===== config.mk =====
export PLATFORM = sky130hd
export DESIGN_NAME = calendar_clock_top
export DESIGN_NICKNAME = d
export VERILOG_FILES = /design/src/rtl/cal_pkg.sv /design/src/rtl/cal_prescaler.sv /design/src/rtl/cal_time.sv /design/src/rtl/cal_date.sv /design/src/rtl/calendar_clock_top.sv
export SDC_FILE = /design/constraint.sdc
export NUM_CORES = 1
export LEC_CHECK = 0
export BUFFER_PORTS_ARGS = -buffer_cell sky130_fd_sc_hd__buf_4
export CORE_MARGIN = 3
export CORE_UTILIZATION = 55
export CTS_CLUSTER_SIZE = 16
export DETAILED_ROUTE_END_ITERATION = 8
export PLACE_DENSITY = 0.77
export SYNTH_ARGS = -nofsm -noshare
export SYNTH_HDL_FRONTEND = slang
export SYNTH_SLANG_ARGS = --single-unit
export TNS_END_PERCENT = 30

===== constraint.sdc =====
create_clock -name clk -period 3.2 [get_ports clk]
set_input_delay 0.32 -clock clk [delete_from_list [all_inputs] [get_ports clk]]
set_output_delay 0.32 -clock clk [all_outputs]
set_load 0.005 [all_outputs]

===== src/rtl/cal_pkg.sv =====
package cal_pkg;

  typedef enum logic [2:0] {
    FLD_SEC   = 3'd0,
    FLD_MIN   = 3'd1,
    FLD_HOUR  = 3'd2,
    FLD_DATE  = 3'd3,
    FLD_MONTH = 3'd4,
    FLD_DOW   = 3'd5,
    FLD_YEAR  = 3'd6,
    FLD_NONE  = 3'd7
  } field_e;

  localparam int NUM_FIELDS = 7;

  typedef struct packed {
    logic       carry;
    logic [7:0] val;
  } bcd_res_t;

  // Two-digit BCD increment; at or beyond 'last' it wraps to 'first'.
  function automatic bcd_res_t bcd_step(input logic [7:0] v,
                                        input logic [7:0] last,
                                        input logic [7:0] first);
    bcd_res_t r;
    r.carry = 1'b0;
    if (v >= last) begin
      r.carry = 1'b1;
      r.val   = first;
    end else if (v[3:0] >= 4'd9) begin
      r.val = {v[7:4] + 4'd1, 4'h0};
    end else begin
      r.val = {v[7:4], v[3:0] + 4'd1};
    end
    return r;
  endfunction

  // Year divisible by four: even tens need units 0/4/8, odd tens 2/6.
  function automatic logic leap_year(input logic [7:0] y);
    if (y[4])
      return (y[3:0] == 4'd2) || (y[3:0] == 4'd6);
    else
      return (y[3:0] == 4'd0) || (y[3:0] == 4'd4) || (y[3:0] == 4'd8);
  endfunction

  function automatic logic [7:0] month_last(input logic [7:0] m,
                                            input logic       leap);
    case (m)
      8'h02:                      return leap ? 8'h29 : 8'h28;
      8'h04, 8'h06, 8'h09, 8'h11: return 8'h30;
      default:                    return 8'h31;
    endcase
  endfunction

endpackage


===== src/rtl/cal_prescaler.sv =====
module cal_prescaler #(
  parameter int BITS = 15
) (
  input  logic clk,
  input  logic rst_n,
  input  logic en,
  input  logic clr,
  output logic pulse
);
  localparam logic [BITS-1:0] LAST = '1;

  logic [BITS-1:0] cnt_q;

  always_ff @(posedge clk) begin
    if (!rst_n)   cnt_q <= '0;
    else if (clr) cnt_q <= '0;
    else if (en)  cnt_q <= cnt_q + 1'b1;
  end

  assign pulse = en && !clr && (cnt_q == LAST);
endmodule


===== src/rtl/cal_time.sv =====
module cal_time
  import cal_pkg::*;
(
  input  logic       clk,
  input  logic       rst_n,
  input  logic       step,
  input  logic       ld_sec,
  input  logic       ld_min,
  input  logic       ld_hour,
  input  logic [7:0] ld_data,
  output logic [7:0] sec_q,
  output logic [7:0] min_q,
  output logic [7:0] hour_q,
  output logic       day_carry
);
  bcd_res_t   sec_r, min_r, hr_t;
  logic [7:0] hour_nx;
  logic       hr_carry;

  assign sec_r = bcd_step({1'b0, sec_q[6:0]}, 8'h59, 8'h00);
  assign min_r = bcd_step({1'b0, min_q[6:0]}, 8'h59, 8'h00);

  always_comb begin
    hour_nx  = hour_q;
    hr_carry = 1'b0;
    hr_t     = '0;
    if (hour_q[7]) begin
      if (hour_q[4:0] == 5'h11) begin
        hour_nx  = {1'b1, 1'b0, ~hour_q[5], 5'h12};
        hr_carry = hour_q[5];
      end else if (hour_q[4:0] >= 5'h12) begin
        hour_nx = {1'b1, 1'b0, hour_q[5], 5'h01};
      end else begin
        hr_t    = bcd_step({3'b000, hour_q[4:0]}, 8'h12, 8'h01);
        hour_nx = {1'b1, 1'b0, hour_q[5], hr_t.val[4:0]};
      end
    end else begin
      hr_t     = bcd_step({2'b00, hour_q[5:0]}, 8'h23, 8'h00);
      hour_nx  = {2'b00, hr_t.val[5:0]};
      hr_carry = hr_t.carry;
    end
  end

  assign day_carry = step && sec_r.carry && min_r.carry && hr_carry;

  always_ff @(posedge clk) begin
    if (!rst_n) begin
      sec_q  <= 8'h00;
      min_q  <= 8'h00;
      hour_q <= 8'h00;
    end else begin
      if (ld_sec)    sec_q <= ld_data;
      else if (step) sec_q <= {sec_q[7], sec_r.val[6:0]};

      if (ld_min)                    min_q <= {1'b0, ld_data[6:0]};
      else if (step && sec_r.carry)  min_q <= min_r.val;

      if (ld_hour)                                  hour_q <= {ld_data[7], 1'b0, ld_data[5:0]};
      else if (step && sec_r.carry && min_r.carry)  hour_q <= hour_nx;
    end
  end
endmodule


===== src/rtl/cal_date.sv =====
module cal_date
  import cal_pkg::*;
(
  input  logic       clk,
  input  logic       rst_n,
  input  logic       step,
  input  logic       ld_date,
  input  logic       ld_month,
  input  logic       ld_dow,
  input  logic       ld_year,
  input  logic [7:0] ld_data,
  output logic [7:0] date_q,
  output logic [7:0] month_q,
  output logic [7:0] dow_q,
  output logic [7:0] year_q
);
  bcd_res_t   date_r, month_r, year_r;
  logic [7:0] last_day;
  logic [7:0] dow_nx;

  assign last_day = month_last(month_q, leap_year(year_q));
  assign date_r   = bcd_step(date_q, last_day, 8'h01);
  assign month_r  = bcd_step(month_q, 8'h12, 8'h01);
  assign year_r   = bcd_step(year_q, 8'h99, 8'h00);
  assign dow_nx   = (dow_q >= 8'h07) ? 8'h01 : dow_q + 8'h01;

  always_ff @(posedge clk) begin
    if (!rst_n) begin
      date_q  <= 8'h01;
      month_q <= 8'h01;
      dow_q   <= 8'h01;
      year_q  <= 8'h00;
    end else begin
      if (ld_date)   date_q <= {2'b00, ld_data[5:0]};
      else if (step) date_q <= date_r.val;

      if (ld_month)                  month_q <= {3'b000, ld_data[4:0]};
      else if (step && date_r.carry) month_q <= month_r.val;

      if (ld_dow)    dow_q <= {5'b00000, ld_data[2:0]};
      else if (step) dow_q <= dow_nx;

      if (ld_year)                                    year_q <= ld_data;
      else if (step && date_r.carry && month_r.carry) year_q <= year_r.val;
    end
  end
endmodule


===== src/rtl/calendar_clock_top.sv =====
module calendar_clock_top
  import cal_pkg::*;
#(
  parameter int PRESC_BITS = 15
) (
  input  logic       clk,
  input  logic       rst_n,
  input  logic       tick_32k,
  input  logic       ld_valid,
  output logic       ld_ready,
  input  logic [2:0] ld_field,
  input  logic [7:0] ld_data,
  output logic [7:0] sec_bcd,
  output logic [7:0] min_bcd,
  output logic [7:0] hour_bcd,
  output logic [7:0] date_bcd,
  output logic [7:0] month_bcd,
  output logic [7:0] dow_bcd,
  output logic [7:0] year_bcd
);
  logic                  wr_fire;
  logic [NUM_FIELDS-1:0] ld_sel;
  logic                  halted;
  logic                  presc_en;
  logic                  sec_pulse;
  logic                  day_carry;

  assign ld_ready = 1'b1;
  assign wr_fire  = ld_valid && ld_ready;
  assign halted   = sec_bcd[7];

  for (genvar g = 0; g < NUM_FIELDS; g++) begin : g_ld_dec
    assign ld_sel[g] = wr_fire && (ld_field == 3'(g));
  end

  assign presc_en = tick_32k && !halted && !wr_fire;

  cal_prescaler #(.BITS(PRESC_BITS)) u_presc (
    .clk   (clk),
    .rst_n (rst_n),
    .en    (presc_en),
    .clr   (ld_sel[FLD_SEC]),
    .pulse (sec_pulse)
  );

  cal_time u_time (
    .clk       (clk),
    .rst_n     (rst_n),
    .step      (sec_pulse),
    .ld_sec    (ld_sel[FLD_SEC]),
    .ld_min    (ld_sel[FLD_MIN]),
    .ld_hour   (ld_sel[FLD_HOUR]),
    .ld_data   (ld_data),
    .sec_q     (sec_bcd),
    .min_q     (min_bcd),
    .hour_q    (hour_bcd),
    .day_carry (day_carry)
  );

  cal_date u_date (
    .clk      (clk),
    .rst_n    (rst_n),
    .step     (day_carry),
    .ld_date  (ld_sel[FLD_DATE]),
    .ld_month (ld_sel[FLD_MONTH]),
    .ld_dow   (ld_sel[FLD_DOW]),
    .ld_year  (ld_sel[FLD_YEAR]),
    .ld_data  (ld_data),
    .date_q   (date_bcd),
    .month_q  (month_bcd),
    .dow_q    (dow_bcd),
    .year_q   (year_bcd)
  );
endmodule


==> out/qor.yml <==
outcome: "finished, final reports clean"
htreeDepth: 3
worst_setup_path_end_kind: "register"
numCtsBuffers: 9
drive_gt1_frac: 0.2038
ys_warn_count: 0
seq_power_share: 0.454
path_max_fanout: 6
synthArstFlopShare: 0
min_from: "ld_data[7]"
final_nets: 683
drt_iter0_markers: 329
worst_hold_slack_ns: 0.2626
cts-root-buf: "clkbuf_8"
dieArea_mm2: 0.009460
seq_area_frac_synth: 0.3059
wl_per_cell_um: 17.45
arrival_ns: 3.29
synth.net_count: 614
clk_pin_slew_ns: 0.08
setup_viol: 0
vias_per_cell: 6.272
setup_ws_ns: 0.1282
clockBufferDepth: 2
synth_top_area_frac: 0.3059
p_clk_frac: 0.453
clk_latency_ns: 0.34
via_count: 4610
grt_pass1_vias: 4262
skew_ns: 0.009884
total_power_uw: 2018
ys.flop_type: "dfxtp_1"
detail-route-antenna-nets: 0
path_class: "register to register"
utilization: 0.6989
syn-cell-area_mm2: 0.004581
final.period_utilization: 0.9600
avgSynthCellArea_um2: 8.194
core_mm2: 0.007888
power_density_mw_per_mm2: 366.1
synth.top_cells.by_count: "dfxtp_1 (70), nand2_1 (54), nor2_1 (52)"
synthCells: 559
cp.required_ns: 3.42
slew_headroom: 0.4598
grt_max_degree: 32
synth_most_common_cell: "dfxtp_1"
switching_share: 0.2443
p_leak_uw: 0.002313
r2r_cells: 12
p_int_uw: 1525
wirelength_mm: 12.82
synth_seq_cells: 70
timing.fmax_ghz: 0.3255
port-buffer-count: 69
io_pins: 72
finalHoldViolCount: 0
ff2ff_setup_slack_ns: 0.13
clock_sinks: 70
grt_pass1_wl_mm: 20.70
finalMaxSlewViolations: 0
antenna_found_initial: 0
hold_class: "input pin to register"
placed_area_mm2: 0.005192
cts_tree: "built"
yosysTopAreaCell: "dfxtp_1"
r2r-start: "u_date.month_q[4]"
hold_path_depth: 3
route.detailed.drc: 0
ys_types: 68
whs_endpoint: "u_time.sec_q[7]"
grt_overflow: 0
stdcell_area_mm2: 0.005513
netlist_top_cells_area: "dfxtp_1 (31%), ha_1 (11%), nand2_1 (4.4%)"
crit_path_start_kind: "register"
r2r-end: "u_date.year_q[7]"
pwr-share-comb: 0.093
grt.total_usage: 0.2603
p_sw_uw: 493.0
rows: 32
place_ws_ns: 0.05825
diodes: 0
synth-edff-count: 0
start_util: 0.5807
peakVddDrop_mv: 0.2276
syn_to_final_growth_pct: 20.35
cap_violations: 0
hold_buffers: 0
fin_crit_ns: 3.072
die_w_um: 97.26
tightest_slew_ns: 0.8034
die_height_um: 97.26
first_pass_iters: 5
place_congestion: 0.9132
dp_hpwl_mm: 9.217
## layer usage
metal	GRT usage	part of all wire	wire length, um	up-vias
met4	0.09798	0.022	288	0
met5	0	0	0	-
li1	-	-	-	2196
met1	0.3595	0.46	5857	2204
met3	0.03661	0.069	880	24
met2	0.4124	0.45	5796	186
## stage by stage
step                      setup TNS (ns)  cells
after floorplan                        0    559
after global placement                 0    718
after detailed placement               0    718
after CTS                              0    734
after global routing            -0.01667    735
final                                  0    735
## state kept, by name, summed over array words and instances (netlist names)
| register | count |
|---|---|
| u_date.month_q | 8 |
| u_date.dow_q | 8 |
| u_time.min_q | 8 |
| u_time.sec_q | 8 |
| u_date.year_q | 8 |
| u_time.hour_q | 7 |
| u_date.date_q | 8 |
| u_presc.cnt_q | 15 |
## timing repair
item / CTS / global route
setup buffers: 0 / 1
gates resized for setup: 0 / 22
endpoints found under the setup margin: 0 / 23
## cell type report
type	count	area [um2]
flip-flops and latches	70	1413
multi-input cells	439	3015
well taps	102	127.6
repair buffers	78	585.6
inverters	30	115.1
clock buffers	11	151.4
clock inverters	5	105.1
fillers	628	2375
## critical path: stages, from the launching register on
cell and delay [ns]:
dfxtp_4 0.36, inv_2 0.06, ha_2 0.17, nor2b_4 0.13
nand4b_1 0.20, mux2_4 0.35, ha_1 0.27, nor4b_1 0.05
o221a_2 0.28, or3_4 0.36, nor4_4 0.42, o22ai_1 0.16
o311a_1 0.15
## power groups by stage
stage / sequential [uW] / clock (uW) / combinational (uW)
2_1_floorplan: 931 / 0 / 104
3_3_place_gp: 936 / 0 / 177
3_5_place_dp: 936 / 0 / 181
4_1_cts: 916 / 924 / 182
5_1_grt: 920 / 957 / 205
6_report: 917 / 914 / 187
## worst max-delay path by stage
stage,startpoint,to,cells after the start
global route,u_date.month_q[5],u_date.year_q[7],12
global placement,u_date.month_q[0],u_date.year_q[5],13
floorplan,u_date.month_q[4],u_date.year_q[5],12
detailed placement,u_date.month_q[4],u_date.year_q[5],12
CTS,u_date.month_q[0],u_date.year_q[5],13
finish,u_date.month_q[4],u_date.year_q[7],12
## cells by family after synthesis
kind of cell               Yosys count  share of synthesized area
xor gates and xnor gates            16                    0.03059
other                                2                   0.001640
muxes                                8                    0.01776
and+or+nand+nor                    232                     0.2781
DFF                                 70                     0.3059
adders and majority gates           40                     0.1093
buffers and inverters               50                    0.04507
AOI/OAI and AO/OA                  141                     0.2117
## placed cells by master (no fill, tap or decap), types with 7 or more instances in the layout
cell type  Yosys  final
buf_4          4     78
dfxtp_1       70     65
nand2_1       54     54
nor2_1        52     52
nand3_1       37     37
ha_1          40     37
a21oi_1       30     30
inv_1         29     26
o21ai_0       23     22
and3_1        16     16
a31oi_1       13     13
clkbuf_8       0     11
nand4_1       10     10
nor3_1        11     10
xor2_1        10     10
and2_1         9      9
a211oi_1       9      9
o31ai_1        8      8
mux2i_1        7      7
(Power assumes the default switching activity.)
